File: src/rtl/prescale_pkg.sv
package prescale_pkg;
  localparam int unsigned SEL_W     = 2;
  localparam int unsigned MAX_RATIO = 4;
  localparam int unsigned RCNT_W    = $clog2(MAX_RATIO);

  typedef logic [SEL_W-1:0]  ratio_sel_t;
  typedef logic [RCNT_W:0]   ratio_t;

  // Narrow set: 1/2/3. Wide set: 1/2/4. Unused code passes through.
  function automatic ratio_t decode_ratio(ratio_sel_t sel, logic wide);
    case (sel)
      2'b01:   return ratio_t'(2);
      2'b10:   return wide ? ratio_t'(4) : ratio_t'(3);
      default: return ratio_t'(1);
    endcase
  endfunction
endpackage

File: src/rtl/ratio_stage.sv
module ratio_stage
  import prescale_pkg::*;
#(
  parameter bit WIDE_SET = 1'b0
) (
  input  logic       clk,
  input  logic       rst_n,
  input  logic       en_i,
  input  ratio_sel_t sel_i,
  output logic       en_o
);
  ratio_t            ratio;
  logic [RCNT_W-1:0] last;
  logic [RCNT_W-1:0] cnt;

  assign ratio = decode_ratio(sel_i, WIDE_SET);
  assign last  = RCNT_W'(ratio - 1'b1);
  assign en_o  = en_i && (cnt == last);

  always_ff @(posedge clk or negedge rst_n) begin
    if (!rst_n) begin
      cnt <= '0;
    end else if (en_i) begin
      cnt <= (cnt == last) ? '0 : cnt + 1'b1;
    end
  end

  // the phase counter never passes the terminal count of its ratio
  assert_cnt_range_R3: assert property (@(posedge clk) disable iff (!rst_n)
    cnt <= last);
endmodule

File: src/rtl/frame_timer.sv
module frame_timer #(
  parameter int unsigned FRAME_LEN = 256,
  parameter int unsigned SHORT_LEN = 128,
  parameter int unsigned ADC_DIV   = 4,
  parameter int unsigned DAC_DIV   = 2
) (
  input  logic clk,
  input  logic rst_n,
  input  logic tick_i,
  input  logic short_i,
  output logic frame_o,
  output logic adc_o,
  output logic dac_o
);
  localparam int unsigned FCNT_W = $clog2(FRAME_LEN);
  localparam int unsigned ADC_W  = $clog2(ADC_DIV);
  localparam int unsigned DAC_W  = $clog2(DAC_DIV);

  logic [FCNT_W-1:0] cnt;
  logic [FCNT_W-1:0] last;

  assign last    = short_i ? FCNT_W'(SHORT_LEN - 1) : FCNT_W'(FRAME_LEN - 1);
  assign frame_o = tick_i && (cnt == last);
  assign adc_o   = tick_i && (cnt[ADC_W-1:0] == '1);
  assign dac_o   = tick_i && (cnt[DAC_W-1:0] == '1);

  always_ff @(posedge clk or negedge rst_n) begin
    if (!rst_n) begin
      cnt <= '0;
    end else if (tick_i) begin
      cnt <= (cnt == last) ? '0 : cnt + 1'b1;
    end
  end

  // after a frame strobe the next frame starts at phase zero
  assert_frame_wrap_R4: assert property (@(posedge clk) disable iff (!rst_n)
    frame_o |=> (cnt == '0));
  // both modulator enables line up with the frame strobe
  assert_mod_align_R6: assert property (@(posedge clk) disable iff (!rst_n)
    frame_o |-> (adc_o && dac_o));
  // the slower modulator enable is a subset of the faster one
  assert_adc_subset_R6: assert property (@(posedge clk) disable iff (!rst_n)
    adc_o |-> dac_o);
endmodule

File: src/rtl/clk_ratio_chain.sv
module clk_ratio_chain
  import prescale_pkg::*;
#(
  parameter int unsigned NUM_STAGES = 3,
  parameter int unsigned FRAME_LEN  = 256,
  parameter int unsigned SHORT_LEN  = 128,
  parameter int unsigned ADC_DIV    = 4,
  parameter int unsigned DAC_DIV    = 2
) (
  input  logic                        clk,
  input  logic                        rst_n,
  input  logic [NUM_STAGES*SEL_W-1:0] ratio_sel,
  input  logic                        short_mode,
  output logic                        imclk_en,
  output logic                        frame_stb,
  output logic                        adc_mod_en,
  output logic                        dac_mod_en
);
  localparam int unsigned CFG_W = NUM_STAGES * SEL_W;

  logic [CFG_W-1:0]    act_sel;
  logic                act_short;
  logic [NUM_STAGES:0] en_chain;

  // Settings are taken only at the frame boundary.
  always_ff @(posedge clk or negedge rst_n) begin
    if (!rst_n) begin
      act_sel   <= '0;
      act_short <= 1'b0;
    end else if (frame_stb) begin
      act_sel   <= ratio_sel;
      act_short <= short_mode;
    end
  end

  assign en_chain[0] = rst_n;

  for (genvar g = 0; g < NUM_STAGES; g++) begin : g_stage
    ratio_stage #(
      .WIDE_SET (g == NUM_STAGES - 1)
    ) u_stage (
      .clk   (clk),
      .rst_n (rst_n),
      .en_i  (en_chain[g]),
      .sel_i (act_sel[g*SEL_W +: SEL_W]),
      .en_o  (en_chain[g+1])
    );
  end

  assign imclk_en = en_chain[NUM_STAGES];

  frame_timer #(
    .FRAME_LEN (FRAME_LEN),
    .SHORT_LEN (SHORT_LEN),
    .ADC_DIV   (ADC_DIV),
    .DAC_DIV   (DAC_DIV)
  ) u_frame (
    .clk     (clk),
    .rst_n   (rst_n),
    .tick_i  (imclk_en),
    .short_i (act_short),
    .frame_o (frame_stb),
    .adc_o   (adc_mod_en),
    .dac_o   (dac_mod_en)
  );

  // active settings only move in the cycle after a frame strobe
  assert_cfg_hold_R7: assert property (@(posedge clk) disable iff (!rst_n)
    !frame_stb |=> ($stable(act_sel) && $stable(act_short)));
  // a frame strobe never appears without an internal clock pulse
  assert_frame_on_tick_R3: assert property (@(posedge clk) disable iff (!rst_n)
    frame_stb |-> imclk_en);
  // nothing toggles while reset is held
  always_comb begin
    if (!rst_n) begin
      assert_reset_quiet_R8: assert (!imclk_en && !frame_stb && !adc_mod_en && !dac_mod_en);
    end
  end
endmodule

File: config.mk
export PLATFORM = sky130hd
export DESIGN_NAME = clk_ratio_chain
export DESIGN_NICKNAME = d
export VERILOG_FILES = /design/src/rtl/prescale_pkg.sv /design/src/rtl/ratio_stage.sv /design/src/rtl/frame_timer.sv /design/src/rtl/clk_ratio_chain.sv
export SDC_FILE = /design/constraint.sdc
export NUM_CORES = 1
export LEC_CHECK = 0
export ABC_AREA = 1
export BUFFER_PORTS_ARGS = -buffer_cell sky130_fd_sc_hd__buf_2
export CAP_MARGIN = 20
export CORE_MARGIN = 10
export CORE_UTILIZATION = 50
export DETAILED_ROUTE_END_ITERATION = 6
export PLACE_DENSITY = 0.69
export SYNTH_ARGS = -nofsm -noshare
export SYNTH_HDL_FRONTEND = slang
export SYNTH_SLANG_ARGS = --single-unit
File: constraint.sdc
create_clock -name clk -period 1.8 [get_ports clk]
set_input_delay 0.09 -clock clk [delete_from_list [all_inputs] [get_ports clk]]
set_output_delay 0.09 -clock clk [all_outputs]
set_load 0.05 [all_outputs]
======== Word-level counts from Yosys, hierarchy flattened ========
Cells that the tools add are included.
storage, ports and cells
  flip-flop bits (word level) ............. 21
  input bits .............................. 9
  word-level logic and storage cells ...... 38
cells by class
  add/subtract/negate cells ............... 7
  eq/ne operators ......................... 11
  multiplexer cells ....................... 8
  reductions and logical operators ........ 6
operator list
  kind                                                                 count
  8-bit two-way mux                                                    2
  2-bit one-hot mux with 2 select lines                                3
  8-bit by 1-bit adder with 8-bit output (second input constant)       1
  2-bit == test (second input constant)                                4
  8-bit == test                                                        1
  2-bit by 1-bit adder with 2-bit output (second input constant)       3
  2-bit by 1-bit == test with 1-bit output (second input constant)     3
  2-bit == test                                                        3
  1-bit logical AND                                                    6
  2-bit two-way mux                                                    3
  2-bit by 1-bit subtractor with 2-bit output (second input constant)  3

======== Longest topological paths before layout ========
Gate-level depths: netlist of run 1.
  depth in word-level cells ............... 8
  depth in mapped cells ................... 11
  mapped depth without buffers ............ 10

======== Modules after synthesis ========
From an unflattened synthesis of run 1, not the netlist that was laid out.
unflattened totals
  cells, all modules ...................... 153
  area total of the unflattened synthesis .. 1,133.6 um^2
by module, submodules not included
  module                                 times used  cells an instance  area each (um^2)  seq. area each (um^2)
  frame_timer                            1           52                 431.7             200.2
  ratio_stage at g_stage[0].u_stage ...  2           27                 151.4             50.0
  clk_ratio_chain                        1           30                 269.0             175.2
  ratio_stage at g_stage[2].u_stage      1           17                 130.1             50.0

======== Worst setup path before layout of run 1 ========
OpenSTA, ideal clock, no wires.
  path kind ............................... register to output
  start point ............................. register act_sel[4]
  end point ............................... output port adc_mod_en
  data arrival time ....................... 1,920 ps
  path slack .............................. -210 ps
  stages on the path, launching flop included .. 8
  path buffers ............................ 0
  cells stage by stage .................... dfrtp_1 > inv_1 > ha_1 > xor2_1 > nand2_1 > inv_2 > nand2_1 > nor2_1
between the ends
  word-level cells in the longest chain between the ends .. 6
RTL lines
  element                                                                    line                   source
  start, declared                                                            clk_ratio_chain.sv:21  logic [CFG_W-1:0] act_sel;
  start signal, assigned                                                     clk_ratio_chain.sv:31  act_sel <= ratio_sel;
  2-bit == test or 2-bit by 1-bit == test with 1-bit output (tied branches)  prescale_pkg.sv:11     case (sel)
  2-bit one-hot mux with 2 select lines (*)                                  prescale_pkg.sv:11
  2-bit by 1-bit subtractor with 2-bit output (*)                            ratio_stage.sv:17      assign last = RCNT_W'(ratio - 1'b1);
  2-bit == test (*)                                                          ratio_stage.sv:18      assign en_o = en_i && (cnt == last);
  1-bit logical AND (*)                                                      ratio_stage.sv:18
  1-bit logical AND (*)                                                      frame_timer.sv:24      assign adc_o = tick_i && (cnt[ADC_W-1:0] == '1);
  end, declared                                                              clk_ratio_chain.sv:16  output logic adc_mod_en,
Every way passes the cells marked *; elsewhere a longest branch is shown, timed or not.

======== Worst setup path in the final report of run 1 ========
  start point ............................. register act_sel[1]
  end point ............................... output port imclk_en
between the ends
  word-level cells in the longest chain between the ends .. 7
RTL lines
  element                                                                    line                   source
  2-bit == test or 2-bit by 1-bit == test with 1-bit output (tied branches)  prescale_pkg.sv:11
  2-bit one-hot mux with 2 select lines (*)                                  prescale_pkg.sv:11
  2-bit by 1-bit subtractor with 2-bit output (*)                            ratio_stage.sv:17
  2-bit == test (*)                                                          ratio_stage.sv:18
  1-bit logical AND (*) (3 in a row)                                         ratio_stage.sv:18
  end, declared                                                              clk_ratio_chain.sv:14  output logic imclk_en,
Marks and branches as above.

==> results.cfg, run 1 <==
[sta]
setup_ws_ns = -0.0825
drv_slew = 0
period_share = 1.05
hold_viol_final = 0
finalCriticalPeriod_ns = 1.88
rsz0062_at_grt = true
setup_viol = 4
finClkSkew_ns = 0.0150
timing.fmax_ghz = 0.531
relSlewSlack = 0.755
tightest_slew_ns = 0.366

[placement]
place_congestion = 0.824
port_buffers = 12
hpwl_um = 2160
placed_cells = 229
dpl_worst_slack_ns = 0.109

[outcome]
status = finished, violations left
violations = setup timing

[cts]
cts_buffers = 3
cts.path.max_buffers = 2
cts.sinks = 21
clock_latency_ns = 0.32
tritoncts = done
htreeDepth = 1
clk_pin_slew_worst_paths_ns = 0.13
root_buffer = clkbuf_4

[layout]
multi_input_area_um2 = 709
syn_to_final_growth_pct = 27.6
nets = 227
drive_above_1_share = 0.260
instances_no_fill = 245
diodes = 0
fillerInstances = 199
fin_util = 0.672
ff_latch_area_um2 = 526

[critical_path]
path_max_fanout = 3
r2r_cells = 11
crit_path_end_kind = output port
r2r_start = act_sel[1]$_DFFE_PN0P_
r2r_end = u_frame.cnt[4]$_DFFE_PN0P_
critPathKind = flip-flop to output port
cp.required_ns = 1.71
r2r_slack_ns = 0.10
start_kind = flip-flop
arrival_ns = 1.79

[min_path]
hold_depth = 3
hold_path.startpoint = short_mode
whs_endpoint = act_short$_DFFE_PN0P_
min_path_type = primary input to flip-flop

[routing]
ant_nets = 0
drc = 0
drt_pass1_iterations = 4
post_drt_wl_per_cell_um = 12.7
dr.first_iter.drc_count = 74
via_per_inst = 5.11
routed_wl_um = 3120
num_vias = 1251

[yosys]
syn_nets = 191
synth_async_sr_flop_share = 1.00
synthTopCellsByArea = dfrtp_1, nand2_1, inv_1
synth.most_common_cell = nand2_1
yosysTopAreaCellShare = 0.399
yosysTopAreaCell = dfrtp_1
syn_avg_cell_area_um2 = 7.31
yosys_warnings = 0
synth_flop_cell = dfrtp_1
synth_cell_type_count = 25
synth_edf_count = 0
synthCells = 180
synth_common_cells = nand2_1, inv_1, dfrtp_1
synth-seq-cells = 21
syn_area_mm2 = 0.00132
synth_seq_area_share = 0.399

[global_routing]
grt_max_degree = 13
overflow = 0
antenna_found_initial = 0
grt_use_total = 0.119
grt_pass1_wl_um = 4980
first_global_vias = 1156

[floorplanning]
num_io_pins = 13
dieArea_mm2 = 0.00509
core_area_mm2 = 0.00250
rows = 18
die_h_um = 71.3
start_util = 0.527
die_w_um = 71.3

[pwr]
power.density_mw_per_mm2 = 1080
ir_drop_uv = 648
p_leak_nw = 0.888

[run]
drv_cap = 0
## layout by cell type (no fill, tap or decap)
| cell type | instances |
|---|---|
| o21ai_0 | 9 |
| clkinv_2 | 1 |
| clkbuf_4 | 3 |
| inv_2 | 3 |
| dfrtp_1 | 21 |
| o21ai_1 | 1 |
| o211ai_1 | 1 |
| ha_4 | 1 |
| nand3_2 | 1 |
| nor2_4 | 5 |
| ha_2 | 1 |
| inv_1 | 27 |
| dlygate4sd3_1 | 4 |
| buf_2 | 8 |
| nor3_2 | 1 |
| nand2_1 | 58 |
| xnor2_1 | 1 |
| nor2_8 | 1 |
| xor2_1 | 5 |
| nand3_1 | 8 |
| buf_4 | 15 |
| nand2_2 | 5 |
| nor3_1 | 1 |
| nand4_1 | 9 |
| nor2_2 | 1 |
| a21oi_1 | 1 |
| buf_6 | 2 |
| o21ai_2 | 1 |
| nand4_4 | 1 |
| nand2_4 | 2 |
| nor2_1 | 13 |
| buf_8 | 3 |
| inv_4 | 1 |
## cell type report
type / instances / share of cell area
inverters: 31 / 0.0708
well taps: 30 / 0.0224
multi-input cells: 127 / 0.423
repair buffers: 32 / 0.155
flip-flops and latches: 21 / 0.313
clock inverters: 1 / 0.00298
clock buffers: 3 / 0.0134
## worst max-delay path by stage
stage,from,endpoint,slack (ns)
final,act_sel[1]$_DFFE_PN0P_,imclk_en,-0.08
after global routing,act_sel[1]$_DFFE_PN0P_,adc_mod_en,-0.19
after CTS,act_sel[4]$_DFFE_PN0P_,dac_mod_en,-0.05
after detailed placement,act_sel[4]$_DFFE_PN0P_,dac_mod_en,0.11
after global placement,act_sel[4]$_DFFE_PN0P_,adc_mod_en,0.18
after floorplan,act_sel[4]$_DFFE_PN0P_,adc_mod_en,-0.21
## power breakdown
group / total [mW] / internal, mW / switching (mW)
logic: 0.835 / 0.323 / 0.512
registers: 0.735 / 0.598 / 0.137
clock network: 0.236 / 0.0832 / 0.152
total: 1.81 / 1.00 / 0.801
## critical path, stage by stage, from the launching register on
cell and delay (ns):
dfrtp_1 0.43, inv_1 0.08, nand2_2 0.07, nand2_2 0.08, buf_4 0.10, nand3_2 0.10, nor2_4 0.20, nand2_4 0.10
nor2_8 0.14, buf_8 0.15
## stage by stage
| stage | cell area [um2] | TNS [ns] | total power [mW] | hold WS, ns |
|---|---|---|---|---|
| 5_1_grt | 1680 | -0.721 | 1.97 | 0.0136 |
| 3_5_place_dp | 1460 | 0 | 1.45 | 0.0877 |
| 6_report | 1680 | -0.171 | 1.81 | 0.0151 |
| 4_1_cts | 1590 | -0.120 | 1.75 | 0.00603 |
| 3_3_place_gp | 1460 | 0 | 1.41 | 0.0851 |
| 2_1_floorplan | 1320 | -0.420 | 1.29 | -0.206 |
## routing by layer
| metal | GRT usage | up-vias | wire length (um) |
|---|---|---|---|
| met3 | 0.0358 | 9 | 197 |
| met4 | 0.0516 | 0 | 62 |
| met5 | 0 | - | 0 |
| li1 | - | 629 | - |
| met2 | 0.194 | 38 | 1500 |
| met1 | 0.140 | 575 | 1360 |
## logic make-up after synthesis
group                    Yosys count  synth area share
AND/OR/NAND/NOR                  106             0.388
buffers and inverters             32            0.0998
flip-flops                        21             0.399
AO/OA/AOI/OAI                     13            0.0542
XOR/XNOR                           6            0.0399
adder cells (fa/ha/maj)            2            0.0190
## registers in the layout, indices dropped and copies added (netlist names)
register,flops
u_frame.cnt,8
act_sel,6
act_short,1
g_stage.u_stage.cnt,6
## timing repair
action / 4_1_cts / 5_1_grt
pin swaps: 6 / 9
resized for setup: 19 / 9
endpoints found under the setup margin: 4 / 9
buffers inserted: 2 / 7
endpoints found under the hold margin: 23 / 1
hold buffers: 3 / 1
(Power assumes the default switching activity.)
==> run 2: changes to the inputs <==
Settings changed: CTS_BUF_LIST from default to sky130_fd_sc_hd__clkbuf_16.
==> run 2 against run 1 <==
Compared with the run above: the run now ends clean; non-clock buffer count is 1 lower; via count is 3.4% lower; worst hold slack better by 0.059 ns; critical endpoint is now dac_mod_en.
==> results.cfg, run 2 (same netlist as run 1, synthesis figures left out) <==
[run]
drv_cap = 0

[critical_path]
r2r_start = act_sel[1]$_DFFE_PN0P_
cp.required_ns = 1.71
crit_path_end_kind = output port
r2r_end = u_frame.cnt[4]$_DFFE_PN0P_
r2r_slack_ns = 0.08
critPathKind = flip-flop to output port
arrival_ns = 1.65
start_kind = flip-flop
r2r_cells = 11
path_max_fanout = 4

[outcome]
status = finished, final reports clean

[placement]
placed_cells = 229
port_buffers = 12
place_congestion = 0.824
hpwl_um = 2160

[layout]
syn_to_final_growth_pct = 30.8
largest_reg_flops = 8
drive_above_1_share = 0.290
layout_common_cells = nand2_1, inv_1, dfrtp_1, buf_4, nor2_1
instances_no_fill = 244
diodes = 0
largest_register = u_frame.cnt
fillerInstances = 186
nets = 226
reg_top3 = u_frame.cnt: 8 flops, act_sel: 6 flops, g_stage.u_stage.cnt: 6 flops
final_common_cell = nand2_1

[cts]
htreeDepth = 1
cts.sinks = 21
tritoncts = done
clk_pin_slew_worst_paths_ns = 0.06
cts_buffers = 3
root_buffer = clkbuf_16
clock_latency_ns = 0.25
cts.path.max_buffers = 2

[floorplanning]
dieArea_mm2 = 0.00509
num_io_pins = 13
die_h_um = 71.3
die_w_um = 71.3
start_util = 0.527
core_area_mm2 = 0.00250
rows = 18

[global_routing]
overflow = 0
grt_pass1_wl_um = 5040
grt_max_degree = 13
first_global_vias = 1150
antenna_found_initial = 0
grt_use_total = 0.117

[sta]
finalCriticalPeriod_ns = 1.74
period_share = 0.968
finClkSkew_ns = 0.00446
finalHoldWorstSlack_ns = 0.0739
drv_slew = 0
tightest_slew_ns = 0.358
setup_tns_ns = 0
hold_viol_final = 0
relSlewSlack = 0.760
timing.fmax_ghz = 0.574
setup_viol = 0
rsz0062_at_grt = true

[min_path]
hold_path.startpoint = ratio_sel[5]
whs_endpoint = act_sel[5]$_DFFE_PN0P_
hold_depth = 3
min_path_type = primary input to flip-flop

[routing]
ant_nets = 0
dr.first_iter.drc_count = 66
drc = 0
drt_pass1_iterations = 4
post_drt_wl_per_cell_um = 12.3
routed_wl_um = 3000
num_vias = 1208
via_per_inst = 4.95

[pwr]
p_int_mw = 1.21
p_leak_nw = 0.907
power.density_mw_per_mm2 = 1180
pwr-share-clk = 0.229
pwr-share-seq = 0.363
p_total_mw = 2.03
swShare = 0.404
pwr-share-comb = 0.408
ir_drop_uv = 774
power.switching_uw = 822
## run 2: cell count changes in the layout (fill, tap and decap cells not counted), moves of 2 or more
cell	delta
dlygate4sd3_1	-3
nand2_1	-2
clkbuf_4	-3
clkbuf_16	+3
nand2_2	+2
buf_4	+3
## run 2: what timing repair did
item / 4_1_cts / 5_1_grt
setup endpoints to repair: 4 / 9
hold buffers: 1 / 0
buffers inserted: 3 / 7
hold endpoints to repair: 21 / 0
gates resized for setup: 11 / 20
pin swaps: 3 / 11
## run 2: power by group through the flow
stage                     clock network, mW  logic [mW]  registers (mW)
after floorplan                           0       0.579           0.706
after global placement                    0       0.681           0.732
after detailed placement                  0       0.718           0.737
after CTS                             0.475       0.763           0.733
after global routing                  0.497       0.946           0.760
final                                 0.466       0.829           0.737
## run 2: cell type report
| cell class | count | area (um2) | area share |
|---|---|---|---|
| Multi-Input combinational cell | 127 | 722 | 0.419 |
| Inverter | 31 | 119 | 0.0690 |
| Clock inverter | 1 | 5.00 | 0.00291 |
| Sequential cell | 21 | 526 | 0.305 |
| Timing Repair Buffer | 31 | 238 | 0.138 |
| Clock buffer | 3 | 75.1 | 0.0436 |
| Tap cell | 30 | 37.5 | 0.0218 |
## run 2: worst max path at each step
stage                                 from    endpoint  cells after the start
CTS                 act_sel[4]$_DFFE_PN0P_  adc_mod_en                      8
floorplan           act_sel[4]$_DFFE_PN0P_  adc_mod_en                      7
detailed placement  act_sel[4]$_DFFE_PN0P_  dac_mod_en                      8
global route        act_sel[4]$_DFFE_PN0P_  dac_mod_en                      8
global placement    act_sel[4]$_DFFE_PN0P_  adc_mod_en                      8
finish              act_sel[4]$_DFFE_PN0P_  dac_mod_en                      8
## run 2: critical path, cell delays in order, from the launching register on
cell and delay [ns]:
dfrtp_1 0.39, inv_2 0.06, ha_4 0.26, xor2_1 0.12, nand2_1 0.11, inv_4 0.11
nand2_4 0.08, nor2_4 0.12, buf_8 0.15
## run 2: layer usage
metal | wire length (um) | vias to the layer above | global-route usage
li1 | - | 627 | -
met1 | 1360 | 559 | 0.135
met2 | 1470 | 15 | 0.204
met3 | 113 | 7 | 0.0289
met4 | 55 | 0 | 0.0409
met5 | 0 | - | 0
## run 2: metrics by stage
stage	util	setup WS, ns	cell area [um2]
after global placement	0.584	0.184	1460
after detailed placement	0.584	0.109	1460
final	0.689	0.0579	1720
after CTS	0.642	-0.0150	1600
after global routing	0.689	-0.0396	1720
after floorplan	-	-0.210	1320
